--- src/rtl/qmap_pkg.sv ---
package qmap_pkg;

    typedef enum logic [2:0] {
        ST_IDLE,
        ST_CHECK,
        ST_REJECT,
        ST_CLEAR,
        ST_FILL_PF,
        ST_FILL_UL,
        ST_FILL_DL,
        ST_COMMIT
    } qmap_state_t;

    localparam logic [7:0] VF_OWNER_BASE = 8'h80;
    localparam int         OWNER_LSB     = 16;

endpackage

--- src/rtl/qmap_store.sv ---
module qmap_store #(
    parameter int NUM_Q  = 64,
    parameter int DATA_W = 32
) (
    input  logic                     clk,
    input  logic                     rst_n,
    input  logic                     we,
    input  logic [$clog2(NUM_Q)-1:0] idx,
    input  logic [DATA_W-1:0]        wdata,
    input  logic                     clr_all,
    input  logic                     set_done,
    input  logic                     clr_done,
    input  logic [$clog2(NUM_Q)-1:0] lk_idx,
    output logic                     lk_en,
    output logic [7:0]               lk_owner,
    output logic                     done,
    output logic                     pf_mode
);
    import qmap_pkg::*;

    logic       en_q  [NUM_Q];
    logic       inv_q [NUM_Q];
    logic [7:0] own_q [NUM_Q];

    always_ff @(posedge clk or negedge rst_n) begin
        if (!rst_n) begin
            for (int i = 0; i < NUM_Q; i++) begin
                en_q[i]  <= 1'b0;
                inv_q[i] <= 1'b1;
                own_q[i] <= 8'h00;
            end
        end else if (clr_all) begin
            for (int i = 0; i < NUM_Q; i++) begin
                inv_q[i] <= 1'b1;
            end
        end else if (we) begin
            en_q[idx]  <= wdata[0];
            inv_q[idx] <= &wdata;
            own_q[idx] <= wdata[OWNER_LSB +: 8];
        end
    end

    always_ff @(posedge clk or negedge rst_n) begin
        if (!rst_n) begin
            done <= 1'b0;
        end else if (we || clr_all || clr_done) begin
            done <= 1'b0;
        end else if (set_done) begin
            done <= 1'b1;
        end
    end

    logic any_live;
    logic any_vf;

    always_comb begin
        any_live = 1'b0;
        any_vf   = 1'b0;
        for (int i = 0; i < NUM_Q; i++) begin
            if (en_q[i] && !inv_q[i]) begin
                any_live = 1'b1;
                if (own_q[i] != 8'h00) begin
                    any_vf = 1'b1;
                end
            end
        end
    end

    assign pf_mode = any_live && !any_vf;

    logic live_sel;
    assign live_sel = en_q[lk_idx] && !inv_q[lk_idx];
    assign lk_en    = done && live_sel;
    assign lk_owner = lk_en ? own_q[lk_idx] : 8'h00;

    AST_WRITE_DROPS_DONE: assert property (@(posedge clk) disable iff (!rst_n)
        we |=> !done);

    AST_CLEAR_EMPTIES: assert property (@(posedge clk) disable iff (!rst_n)
        (clr_all && !we) |=> (!pf_mode && !done));

endmodule

--- src/rtl/qmap_engine.sv ---
module qmap_engine #(
    parameter int NUM_Q  = 64,
    parameter int NUM_VF = 8,
    parameter int CNT_W  = 6,
    parameter int DATA_W = 32
) (
    input  logic                     clk,
    input  logic                     rst_n,
    input  logic                     start,
    input  logic                     pf_req,
    input  logic [NUM_VF*CNT_W-1:0]  ul_cnt,
    input  logic [NUM_VF*CNT_W-1:0]  dl_cnt,
    output logic                     busy,
    output logic                     cfg_err,
    output logic                     rej,
    output logic                     clr_all,
    output logic                     we,
    output logic [$clog2(NUM_Q)-1:0] idx,
    output logic [DATA_W-1:0]        wdata,
    output logic                     set_done
);
    import qmap_pkg::*;

    localparam int IDX_W = $clog2(NUM_Q);
    localparam int HALF  = NUM_Q / 2;
    localparam int VF_W  = $clog2(NUM_VF) + 1;
    localparam int SUM_W = CNT_W + VF_W + 1;

    qmap_state_t state, nxt;

    logic                    pf_q;
    logic [NUM_VF*CNT_W-1:0] ul_q, dl_q;
    logic [VF_W-1:0]         vf_q;
    logic [CNT_W-1:0]        k_q;
    logic [IDX_W-1:0]        ptr_q;

    logic [CNT_W-1:0] ul_a [NUM_VF];
    logic [CNT_W-1:0] dl_a [NUM_VF];

    for (genvar g = 0; g < NUM_VF; g++) begin : g_unpack
        assign ul_a[g] = ul_q[g*CNT_W +: CNT_W];
        assign dl_a[g] = dl_q[g*CNT_W +: CNT_W];
    end

    logic [SUM_W-1:0] ul_sum, dl_sum;
    logic             over;

    always_comb begin
        ul_sum = '0;
        dl_sum = '0;
        for (int v = 0; v < NUM_VF; v++) begin
            ul_sum = ul_sum + SUM_W'(ul_a[v]);
            dl_sum = dl_sum + SUM_W'(dl_a[v]);
        end
        over = (ul_sum > SUM_W'(HALF)) || (dl_sum > SUM_W'(HALF)) ||
               ((ul_sum + dl_sum) > SUM_W'(NUM_Q));
    end

    logic             vf_end;
    logic [CNT_W-1:0] cur_cnt;
    logic             slot_free;

    assign vf_end    = (vf_q == VF_W'(NUM_VF));
    assign cur_cnt   = (state == ST_FILL_UL) ? ul_a[vf_q[VF_W-2:0]] : dl_a[vf_q[VF_W-2:0]];
    assign slot_free = !vf_end && (k_q != cur_cnt);

    always_ff @(posedge clk or negedge rst_n) begin
        if (!rst_n) begin
            state <= ST_IDLE;
        end else begin
            state <= nxt;
        end
    end

    always_comb begin
        nxt = state;
        unique case (state)
            ST_IDLE:    if (start) nxt = ST_CHECK;
            ST_CHECK:   nxt = (!pf_q && over) ? ST_REJECT : ST_CLEAR;
            ST_REJECT:  nxt = ST_IDLE;
            ST_CLEAR:   nxt = pf_q ? ST_FILL_PF : ST_FILL_UL;
            ST_FILL_PF: if (ptr_q == IDX_W'(NUM_Q - 1)) nxt = ST_COMMIT;
            ST_FILL_UL: if (vf_end) nxt = ST_FILL_DL;
            ST_FILL_DL: if (vf_end) nxt = ST_COMMIT;
            ST_COMMIT:  nxt = ST_IDLE;
            default:    nxt = ST_IDLE;
        endcase
    end

    always_ff @(posedge clk or negedge rst_n) begin
        if (!rst_n) begin
            pf_q    <= 1'b0;
            ul_q    <= '0;
            dl_q    <= '0;
            vf_q    <= '0;
            k_q     <= '0;
            ptr_q   <= '0;
            cfg_err <= 1'b0;
        end else begin
            unique case (state)
                ST_IDLE: begin
                    if (start) begin
                        pf_q    <= pf_req;
                        ul_q    <= ul_cnt;
                        dl_q    <= dl_cnt;
                        cfg_err <= 1'b0;
                    end
                end
                ST_REJECT: cfg_err <= 1'b1;
                ST_CLEAR: begin
                    vf_q  <= '0;
                    k_q   <= '0;
                    ptr_q <= '0;
                end
                ST_FILL_PF: ptr_q <= ptr_q + 1'b1;
                ST_FILL_UL, ST_FILL_DL: begin
                    if (vf_end) begin
                        vf_q  <= '0;
                        k_q   <= '0;
                        ptr_q <= IDX_W'(HALF);
                    end else if (k_q == cur_cnt) begin
                        vf_q <= vf_q + 1'b1;
                        k_q  <= '0;
                    end else begin
                        ptr_q <= ptr_q + 1'b1;
                        k_q   <= k_q + 1'b1;
                    end
                end
                default: ;
            endcase
        end
    end

    logic [7:0] vf_owner;
    assign vf_owner = VF_OWNER_BASE + 8'(vf_q);

    always_comb begin
        busy     = (state != ST_IDLE);
        rej      = (state == ST_REJECT);
        clr_all  = (state == ST_CLEAR);
        set_done = (state == ST_COMMIT);
        idx      = ptr_q;
        we       = 1'b0;
        wdata    = '0;
        unique case (state)
            ST_FILL_PF: begin
                we    = 1'b1;
                wdata = DATA_W'(1);
            end
            ST_FILL_UL, ST_FILL_DL: begin
                we    = slot_free;
                wdata = '0;
                wdata[OWNER_LSB +: 8] = vf_owner;
                wdata[0] = 1'b1;
            end
            default: ;
        endcase
    end

    AST_UL_LOWER_HALF: assert property (@(posedge clk) disable iff (!rst_n)
        (state == ST_FILL_UL && we) |-> (idx < IDX_W'(HALF)));

    AST_DL_UPPER_HALF: assert property (@(posedge clk) disable iff (!rst_n)
        (state == ST_FILL_DL && we) |-> (idx >= IDX_W'(HALF)));

    AST_ERR_ONLY_OVER: assert property (@(posedge clk) disable iff (!rst_n)
        $rose(cfg_err) |-> ($past(over) && !$past(pf_q)));

endmodule

--- src/rtl/qmap_top.sv ---
module qmap_top #(
    parameter int NUM_Q  = 64,
    parameter int NUM_VF = 8,
    parameter int CNT_W  = 6,
    parameter int DATA_W = 32,
    parameter int ADDR_W = $clog2(NUM_Q) + 3
) (
    input  logic                     clk,
    input  logic                     rst_n,
    input  logic                     wr_en,
    input  logic [ADDR_W-1:0]        wr_addr,
    input  logic [DATA_W-1:0]        wr_data,
    input  logic                     cfg_start,
    input  logic                     cfg_pf,
    input  logic [NUM_VF*CNT_W-1:0]  cfg_ul_cnt,
    input  logic [NUM_VF*CNT_W-1:0]  cfg_dl_cnt,
    input  logic [$clog2(NUM_Q)-1:0] lk_idx,
    output logic                     lk_en,
    output logic [7:0]               lk_owner,
    output logic                     map_done,
    output logic                     pf_mode,
    output logic                     busy,
    output logic                     cfg_err
);
    localparam int IDX_W = $clog2(NUM_Q);
    localparam logic [ADDR_W-1:0] DONE_ADDR = ADDR_W'(NUM_Q * 4);

    logic             e_we, e_clr, e_set, e_rej;
    logic [IDX_W-1:0] e_idx;
    logic [DATA_W-1:0] e_wdata;

    qmap_engine #(
        .NUM_Q (NUM_Q),
        .NUM_VF(NUM_VF),
        .CNT_W (CNT_W),
        .DATA_W(DATA_W)
    ) u_engine (
        .clk     (clk),
        .rst_n   (rst_n),
        .start   (cfg_start),
        .pf_req  (cfg_pf),
        .ul_cnt  (cfg_ul_cnt),
        .dl_cnt  (cfg_dl_cnt),
        .busy    (busy),
        .cfg_err (cfg_err),
        .rej     (e_rej),
        .clr_all (e_clr),
        .we      (e_we),
        .idx     (e_idx),
        .wdata   (e_wdata),
        .set_done(e_set)
    );

    logic bus_ok, entry_hit, done_hit;
    assign bus_ok    = wr_en && !busy;
    assign entry_hit = bus_ok && (wr_addr < DONE_ADDR);
    assign done_hit  = bus_ok && (wr_addr == DONE_ADDR);

    logic              s_we, s_set, s_clr;
    logic [IDX_W-1:0]  s_idx;
    logic [DATA_W-1:0] s_wdata;

    assign s_we    = e_we || entry_hit;
    assign s_idx   = e_we ? e_idx : wr_addr[IDX_W+1:2];
    assign s_wdata = e_we ? e_wdata : wr_data;
    assign s_set   = e_set || (done_hit && wr_data[0]);
    assign s_clr   = done_hit && !wr_data[0];

    qmap_store #(
        .NUM_Q (NUM_Q),
        .DATA_W(DATA_W)
    ) u_store (
        .clk     (clk),
        .rst_n   (rst_n),
        .we      (s_we),
        .idx     (s_idx),
        .wdata   (s_wdata),
        .clr_all (e_clr),
        .set_done(s_set),
        .clr_done(s_clr),
        .lk_idx  (lk_idx),
        .lk_en   (lk_en),
        .lk_owner(lk_owner),
        .done    (map_done),
        .pf_mode (pf_mode)
    );

    AST_DONE_RISES_IDLE: assert property (@(posedge clk) disable iff (!rst_n)
        $rose(map_done) |-> !busy);

    AST_REJECT_HOLDS_DONE: assert property (@(posedge clk) disable iff (!rst_n)
        e_rej |=> $stable(map_done));

    AST_UNCOMMITTED_SILENT: assert property (@(posedge clk) disable iff (!rst_n)
        (!map_done) |-> (!lk_en && lk_owner == 8'h00));

endmodule

--- config.mk ---
export PLATFORM = sky130hd
export DESIGN_NAME = qmap_top
export DESIGN_NICKNAME = d
export VERILOG_FILES = /design/src/rtl/qmap_pkg.sv /design/src/rtl/qmap_store.sv /design/src/rtl/qmap_engine.sv /design/src/rtl/qmap_top.sv
export SDC_FILE = /design/constraint.sdc
export NUM_CORES = 1
export LEC_CHECK = 0
export BUFFER_PORTS_ARGS = -buffer_cell sky130_fd_sc_hd__buf_2
export CORE_UTILIZATION = 50
export CTS_BUF_LIST = sky130_fd_sc_hd__clkbuf_4 sky130_fd_sc_hd__clkbuf_8
export CTS_CLUSTER_SIZE = 40
export DETAILED_ROUTE_END_ITERATION = 8
export GPL_TIMING_DRIVEN = 0
export PLACE_DENSITY = 0.67
export RECOVER_POWER = 100
export SYNTH_ARGS = -nofsm -noshare
export SYNTH_HDL_FRONTEND = slang
export SYNTH_SLANG_ARGS = --single-unit
--- constraint.sdc ---
create_clock -name clk -period 14.8 [get_ports clk]
set_clock_uncertainty 0.15 [all_clocks]
set_input_delay 0.74 -clock clk [delete_from_list [all_inputs] [get_ports clk]]
set_output_delay 0.74 -clock clk [all_outputs]
set_load 0.005 [all_outputs]
[Word level (Yosys, flattened, before mapping)]
Cells that the tools add are included.
Storage, ports and cells
  flip-flop bits (word level): 758
  output and inout bits: 13
  bits in latches: 0
  memory bits (writable): 0
  bits in read-only memories: 0
  memories kept: 0
  word-level logic and storage cells: 723
  input port bits: 148
Operators by class
  eq/ne operators: 18
  $mul: 0
  mux-type cells: 242
  bitwise operators: 4
  reductions and logical operators: 231
  magnitude comparators: 8
  divide/modulo/power cells: 0
  add/subtract/negate cells: 19
  shifts and indexed selects: 0
Operator list (number)
  $bwmux W512: 1
  $reduce_bool A8 Y1: 64
  $mux W1: 202
  $add A11 B6 Y11: 12
  $bwmux W64: 2
  $mux W64: 2
  $logic_and A1 B1 Y1: 75
  $logic_not A1 Y1: 70
  $mux W6: 10
  $bmux W8 S6: 1
  $demux W8 S6: 1
  $pmux W24 S2: 1
  $bmux W6 S3: 2
  $mux W32: 1
  $mux W8: 4
  $reduce_and A32 Y1: 1
  $gt A11 B6 Y1 const B: 2
  $pmux W3 S7: 1
  $pmux W6 S3: 1
  $add A6 B6 Y7: 2
  $ge A7 B7 Y1 const B: 2
  $not A6 Y7: 2
  $add A6 B1 Y6 const B: 2
  $bmux W1 S6: 2
  34 further kinds: 59

[Logic depth before layout (Yosys ltp)]
Gate-level depths: netlist of the first run.
  depth in word-level cells: 131
  gate-level depth with buffers: 26
  depth with buffers taken out: 26

[Modules after synthesis]
A second synthesis of the first run with hierarchy kept.
Second synthesis, totals
  cells, all modules: 3025
  area total of the unflattened synthesis: 39862.0 sq um
Modules (own cells, without submodules)
  qmap_store: area an instance 30780.8 sq um, cells an instance 2142, times used 1, sequential area each 16120.5 sq um
  qmap_engine: area an instance 8525.7 sq um, cells an instance 834, times used 1, sequential area each 2927.8 sq um
  qmap_top: area an instance 555.5 sq um, cells an instance 49, times used 1, sequential area each 0.0 sq um

[Worst setup path before layout of the first run]
No wires, ideal clock.
  kind: reg-to-reg
  start: register u_engine.dl_q[0]
  end: register u_engine.state[0]
  setup slack: 9042 ps
  required time: 14568 ps
  buffers on the path: 0
  library setup time: 82 ps
  stages on the path, launching flop included: 26
  clock period less this slack: 5758 ps
  arrival: 5526 ps
  cells stage by stage: dfrtp_1 > ha_1 > fa_1 > inv_1 > fa_1 > inv_1 > fa_1 > inv_1 > fa_1 > inv_1 > ha_1 > ha_1 > inv_1 > fa_1 > inv_1 > ha_1 > nor2b_1 > o21ai_0 > a21boi_0 > o21ai_0 > nand2b_1 > xor2_1 > a2111oi_0 > o211a_1 > a311oi_1 > a31oi_1
On the way
  longest elaborated chain between the ends: 13
  elaborated cells between the ends (all ways): 15
  those cells by class: add/sub: 8; order compare: 2; mux: 2; reduce/logical: 3
RTL lines
  start: declaration: line qmap_engine.sv:32  | logic [NUM_VF*CNT_W-1:0] ul_q, dl_q;
  start signal: assignment: line qmap_engine.sv:105  | dl_q <= dl_cnt;
  $add A6 B6 Y7 *: line qmap_engine.sv:53  | dl_sum = dl_sum + SUM_W'(dl_a[v]);
  $add A11 B6 Y11 * (6 in series): line qmap_engine.sv:53
  $add A11 B11 Y11 or $gt A11 B6 Y1 (tied branches): line qmap_engine.sv:56, qmap_engine.sv:55
  $gt A11 B7 Y1 or $logic_or A1 B1 Y1 (tied branches): line qmap_engine.sv:56, qmap_engine.sv:55
  $logic_or A1 B1 Y1 *: line qmap_engine.sv:55  | over = (ul_sum > SUM_W'(HALF)) || (dl_sum > SUM_W'(HALF)) ||
  $logic_and A1 B1 Y1 *: line qmap_engine.sv:79  | ST_CHECK: nxt = (!pf_q && over) ? ST_REJECT : ST_CLEAR;
  $mux W1 *: line qmap_engine.sv:79
  $pmux W3 S7 *: line qmap_engine.sv:77  | unique case (state)
  end signal: assignment: line qmap_engine.sv:71  | state <= nxt;
  end: declaration: line qmap_engine.sv:29  | qmap_state_t state, nxt;
Mark *: on every way between the ends. The rest lies on a longest branch, timed or not.
A chain may end at the register's enable or synchronous reset.

[Final worst setup path of the first run]
  start: register u_engine.vf_q[1]
  end: register u_store.own_q[209] (netlist name)
On the way
  longest elaborated chain between the ends: 15
  elaborated cells between the ends (all ways): 26
  those cells by class: add/sub: 1; order compare: 2; eq/ne: 2; mux: 14; bitwise: 2; reduce/logical: 5
RTL lines
  start: declaration: line qmap_engine.sv:33  | logic [VF_W-1:0] vf_q;
  start signal: assignment: line qmap_engine.sv:122  | vf_q <= vf_q + 1'b1;
  $not A3 Y4 (not written as such): line qmap_engine.sv:64  | assign cur_cnt = (state == ST_FILL_UL) ? ul_a[vf_q[VF_W-2:0]] : dl_a[vf_q[VF_W-2:0]];
  $bmux W6 S3: line qmap_engine.sv:64
  $mux W6 (not written as such) (2 in series): line qmap_engine.sv:64
  $mux W6: line qmap_engine.sv:64
  $ne A6 B6 Y1: line qmap_engine.sv:65  | assign slot_free = !vf_end && (k_q != cur_cnt);
  $logic_and A1 B1 Y1: line qmap_engine.sv:65
  $pmux W1 S2: line qmap_engine.sv:145  | unique case (state)
  $mux W6: line qmap_top.sv:64  | assign s_idx = e_we ? e_idx : wr_addr[IDX_W+1:2];
  $not A6 Y7 (not written as such): line qmap_store.sv:39  | own_q[idx] <= wdata[OWNER_LSB +: 8];
  $ge A7 B7 Y1 (not written as such) or $lt A7 B1 Y1 (tied branches): line qmap_store.sv:39
  $logic_and A1 B1 Y1 (not written as such): line qmap_store.sv:39
  $mux W8 (not written as such): line qmap_store.sv:39
  $demux W8 S6: line qmap_store.sv:39
  $bwmux W512: line qmap_store.sv:39
  end signal: indexed assignment: line qmap_store.sv:39
  end: declaration: line qmap_store.sv:23  | logic [7:0] own_q [NUM_Q];
Parallel ways exist; a longest one is shown, timed or not. The select of a mux whose other input is x is not followed.

==> results of run 1 <==
[metrics by stage]
stage	std cells	utilization	TNS, ns	hold slack (ns)	worst slack, ns
after global routing	4968	0.582	0	0.00239	5.90
after global placement	4614	0.533	-2348.90	0.308	-3.50
after CTS	4960	0.587	0	0.00268	8.34
after detailed placement	4622	0.536	0	0.312	8.40
final	4971	0.582	0	0.0172	6.63
after floorplan	3421	-	0	0.292	9.04
[cell usage in the layout, fill, tap and decap left out, drive strengths merged, types with 59 or more instances in the layout]
cell type / netlist / final
dfrtp: 694 / 694
o21ai: 456 / 456
clkbuf: 162 / 445
nand2: 397 / 397
mux2: 288 / 288
mux4: 207 / 207
buf: 75 / 171
nor4: 152 / 152
a21oi: 149 / 149
inv: 130 / 135
nor2: 117 / 117
dlygate4sd3: 0 / 93
nand2b: 79 / 79
dfstp: 64 / 64
fa: 59 / 59
[area by class of cell]
| type | count | area share |
|---|---|---|
| diodes | 11 | 0.000608 |
| plain buffers | 237 | 0.0201 |
| clock buffers | 218 | 0.0611 |
| clock inverters | 27 | 0.00572 |
| inverters | 130 | 0.0108 |
| multi-input cells | 2296 | 0.411 |
| flip-flops and latches | 758 | 0.421 |
| well taps | 1040 | 0.0288 |
| repair buffers | 254 | 0.0406 |
[worst max path at each step]
stage	cells after the start	start	end	slack (ns)
after CTS	21	u_engine.dl_q[0]$_DFFE_PN0P_	u_engine.state[0]$_DFFE_PN0P_	8.34
final	14	u_engine.vf_q[1]$_DFFE_PN0P_	u_store.own_q[209]$_DFFE_PN0P_	6.63
after global routing	3	rst_n	u_store.own_q[312]$_DFFE_PN0P_	5.90
after global placement	1	rst_n	u_store.own_q[139]$_DFFE_PN0P_	-3.50
after floorplan	25	u_engine.dl_q[0]$_DFFE_PN0P_	u_engine.state[0]$_DFFE_PN0P_	9.04
after detailed placement	21	u_engine.dl_q[0]$_DFFE_PN0P_	u_engine.state[0]$_DFFE_PN0P_	8.40
[metal layers]
metal	wire [um]	vias up	GRT usage	share of wire
li1	-	13300	-	-
met1	59200	16400	0.526	0.39
met2	64000	2046	0.550	0.42
met3	18500	457	0.129	0.12
met4	8770	18	0.204	0.058
met5	209	-	0	0.0014
[worst reg2reg max path, delay by kind of cell, from the launching register on]
kind,cells,cell delay (ns)
xor+xnor,1,0.17
compound gates,4,2.16
simple gates,3,2.04
buf+inv,5,2.69
flops,1,0.34
mux,1,0.44
[state kept, by name, indices dropped and copies added, names as in the netlist]
| register | flops |
|---|---|
| u_engine.pf_q | 1 |
| u_engine.state | 3 |
| u_engine.ul_q | 48 |
| u_store.done | 1 |
| u_engine.idx | 6 |
| u_engine.dl_q | 48 |
| u_engine.cfg_err | 1 |
| u_store.inv_q | 64 |
| u_engine.k_q | 6 |
| u_store.en_q | 64 |
| u_engine.vf_q | 4 |
| u_store.own_q | 512 |
[logic make-up after synthesis]
family,Yosys count
buffers and inverters,367
AO/OA/AOI/OAI,743
AND/OR/NAND/NOR,902
multiplexers,511
XOR/XNOR,29
adder cells (fa/ha/maj),111
flip-flops,758
==> flow_summary.ini, run 1 <==
[critical_path]
regToRegEndpoint = u_store.own_q[209]$_DFFE_PN0P_
r2r_slack_ns = 6.63
cp.arrival_ns = 8.68
timing.rr.start = u_engine.vf_q[1]$_DFFE_PN0P_
crit_type = reg2reg
path_common_cell = clkbuf_1
cp_cell_sequence = clkbuf_1, clkbuf_1, mux4_2, a22oi_1, nand3_1, xor2_1, nor4_1, a31o_1, clkbuf_1, clkbuf_1, nand4b_1, a211oi_1, clkbuf_1, a21oi_1
critPathLaunchType = flop
cp_top_family = buffers and inverters
endpoint_kind = flop
slowest_delay_ns = 1.46
crit_path_max_fanout = 10
rr_worst_depth = 14
cpMaxStageDelayCell = a211oi_1
critPathRequiredTime_ns = 15.31
worst-path-buf-inv = 5

[synthesis]
syn_avg_cell_area_sq_um = 11.5
synth-xor-area-share = 0.00645
synth_flop_cell = dfrtp_1
yosysUniqueCellTypes = 88
synth-edff-count = 0
ys_ff_latch = 758
yosysMostFrequentCell = dfrtp_1
yosys.area_share.simple = 0.115
synth_nets = 3680
synthAdderAreaFrac = 0.0465
synthArstFlopShare = 1.00
ys_top_cells_by_area = dfrtp_1 44%, mux4_2 12%, mux2_2 7.7%, o21ai_0 5.2%, dfstp_2 4.3%
synth_top_cells_by_count = 694 x dfrtp_1, 408 x o21ai_0, 392 x nand2_1, 270 x mux2_2, 207 x mux4_2
ys_seq_area_frac = 0.484
synth_compound_area_frac = 0.106
synth_top_area_cell = dfrtp_1
synth_top_family_by_area = multiplexers
synth_top_area_frac = 0.441
synthCells = 3421
ys.warnings.count = 0
syn-cell-area_sq_mm = 0.0394
synth.area.mux_share = 0.205

[flow_run]
cap_violations = 12

[clock_tree]
cts_buffers = 136
clk_latency_ns = 0.85
cts_setup_buffers = 0
cts.repair.resized = 0
h-tree-depth = 4
clk_path_buf_depth = 3
cts_hold_buf = 93
cts_root_buf = clkbuf_8
cts.sinks = 758
path_clk_slew_ns = 0.06
cts_tree = yes

[placed_design]
portBuffers = 153
place_area_sq_mm = 0.0416
dp_hpwl_mm = 110
globalplace.congestion = 1.05

[global_routing]
track_usage = 0.387
gr-total-overflow = 0
antenna_found_initial = 21
grt_start_max_net_pins = 128
grt_pass1_vias = 31400
grt_first_pass_wirelength_mm = 218

[layout]
area_growth_pct = 15.0
ff_latch_area_sq_mm = 0.0190
multiInputGateArea_sq_mm = 0.0186
final_area_sq_mm = 0.0452
final_nets = 4072
drive_gt1_frac = 0.242
fillers = 6576

[floorplanning]
ios = 161
dieArea_sq_mm = 0.0798
die_h_um = 283
die_w_um = 283
core_sq_mm = 0.0777
start_util = 0.506
rows = 102

[worst_hold_path]
min_path_type = in2reg
hold_end = u_engine.ul_q[15]$_DFFE_PN0P_
min_delay_path_depth = 3
hold_start = cfg_ul_cnt[15]

[route]
ant_nets = 0
first_iter_violations = 4667
vias_per_cell = 6.47
vias = 32200
drc = 0
dr.pass1.iters = 6
wl_mm = 151
routedWlPerCell_um = 30.3

[sta]
slew-limit-headroom = -3.05
setup_viol = 0
rsz0062_at_grt = false
fin_crit_sh = 0.552
period_minus_slack_ns = 8.17
fmax_mhz = 122
finalHoldViolations = 0
slew_viol_final = 299
tightest_slew_ns = 6.08

[status]
status = finished with violations
violations = max-capacitance violations, max-slew violations
Power of run 1 is left out: the tool's default activity adds up to more than one toggle a clock period on the data nets, which glitch-free logic cannot reach.
==> run 2, diff against run 1 <==
clock period = 7.85 ns   (was 14.8 ns; I/O delays follow)
==> flow_summary.ini, run 2 (synthesized netlist as in run 1, its figures left out) <==
[critical_path]
critPathLaunchType = flop
critPathRequiredTime_ns = 8.44
crit_path_max_fanout = 10
crit_type = reg2reg
endpoint_kind = flop
cp.arrival_ns = 7.84
r2r_slack_ns = 0.59

[layout]
final_nets = 4087
final_cell_mix = 694 x dfrtp_1, 446 x o21ai_0, 397 x nand2_1
largest_reg_flops = 512
fillers = 6539
reg.largest.list = u_store.own_q x512, u_store.en_q x64, u_store.inv_q x64
mostFrequentLayoutCell = dfrtp_1
top_register = u_store.own_q
drive_gt1_frac = 0.245
area_growth_pct = 15.6

[sta]
fin_crit_sh = 0.924
slew_viol_final = 245
finalHoldViolations = 0
fmax_mhz = 138
holdWs_ns = 0.0819
slew-limit-headroom = -2.69
tightest_slew_ns = 5.53
rsz0062_at_grt = false
worst_slack_ns = 0.593
setup_viol = 0
period_minus_slack_ns = 7.26

[route]
vias = 32200
routedWlPerCell_um = 30.2
drc = 0
first_iter_violations = 4449
wl_mm = 151
vias_per_cell = 6.46
dr.pass1.iters = 7
ant_nets = 0

[global_routing]
antenna_found_initial = 19
grt_pass1_vias = 31600
track_usage = 0.388
grt_start_max_net_pins = 128
gr-total-overflow = 0
grt_first_pass_wirelength_mm = 219

[placed_design]
dp_slack_ns = 1.45
globalplace.congestion = 1.05
portBuffers = 153
dp_hpwl_mm = 110

[floorplanning]
start_util = 0.506
core_sq_mm = 0.0777
rows = 102
dieArea_sq_mm = 0.0798
ios = 161
die_h_um = 283
die_w_um = 283

[worst_hold_path]
min_path_type = in2reg

[status]
status = finished with violations
violations = max-capacitance violations, max-slew violations

[clock_tree]
h-tree-depth = 4
cts.sinks = 758
cts_tree = yes
clk_path_buf_depth = 3
cts_buffers = 136
clk_latency_ns = 0.84
cts_root_buf = clkbuf_8
path_clk_slew_ns = 0.06
cts_setup_buffers = 0
cts.repair.resized = 0

[flow_run]
cap_violations = 8
-- run 2: cell count changes in the layout (fill, tap and decap cells not counted), moves of 2 or more --
| cell | change |
|---|---|
| o21ai_2 | +2 |
| o21ai_1 | -2 |
| nor2_1 | -2 |
| dlygate4sd3_1 | +14 |
| buf_2 | +6 |
| nor2_8 | +2 |
| clkbuf_1 | -8 |
-- run 2: final cells by class --
type,count,area (sq um),share of cell area
multi-input combinational,2296,18700,0.411
clock buffer,218,2760,0.0607
buffer,237,926,0.0204
sequential,758,19000,0.419
antenna,11,27.5,0.000605
clock inverter,27,259,0.00569
tap,1040,1300,0.0286
timing repair buffer,269,1990,0.0437
inverter,130,488,0.0107
-- run 2: path summary, 6_finish.rpt --
path,startpoint,endpoint,depth (start not counted)
setup / recovery,u_engine.vf_q[1]$_DFFE_PN0P_,u_store.inv_q[11]$_DFFE_PN1P_,12
hold / removal,wr_data[17],u_store.own_q[449]$_DFFE_PN0P_,4
setup reg to reg,u_engine.vf_q[1]$_DFFE_PN0P_,u_store.inv_q[11]$_DFFE_PN1P_,12
hold reg to reg,u_store.en_q[14]$_DFFE_PN0P_,u_store.en_q[14]$_DFFE_PN0P_,2
max in group asynchronous,rst_n,u_store.own_q[34]$_DFFE_PN0P_,4
min in group asynchronous,rst_n,u_store.en_q[51]$_DFFE_PN0P_,4
-- run 2: worst max-delay path, stage by stage (launching register included) --
cell	delay (ns)
dfrtp_1	0.34
buf_2	0.33
clkbuf_1	0.74
mux4_2	0.43
a22oi_1	0.24
nand3_1	0.15
xor2_1	0.16
nor4_1	1.11
mux2i_1	0.28
a211oi_1	1.84
clkbuf_1	0.99
o21ai_0	0.23
o211ai_1	0.16
-- run 2: per-stage QoR --
| step | instance area (sq um) | utilization | std cells | setup TNS, ns |
|---|---|---|---|---|
| finish | 45500 | 0.585 | 4986 | 0 |
| global route | 45500 | 0.585 | 4981 | 0 |
| floorplan | 39400 | - | 3421 | 0 |
| detailed placement | 41600 | 0.536 | 4622 | 0 |
| CTS | 45800 | 0.589 | 4975 | 0 |
| global placement | 41400 | 0.533 | 4614 | -7246.21 |
-- run 2: what timing repair did --
item,CTS,global route
hold buffers,108,0
setup endpoints to repair,0,0
endpoints found under the hold margin,319,0
-- run 2: routing by layer --
metal | global-route usage | up-vias | part of all wire
met1 | 0.526 | 16400 | 0.39
met2 | 0.552 | 2083 | 0.43
met3 | 0.129 | 428 | 0.13
li1 | - | 13300 | -
met5 | 0 | - | 0.00058
met4 | 0.206 | 14 | 0.056
Power of run 2 is left out for the same reason.
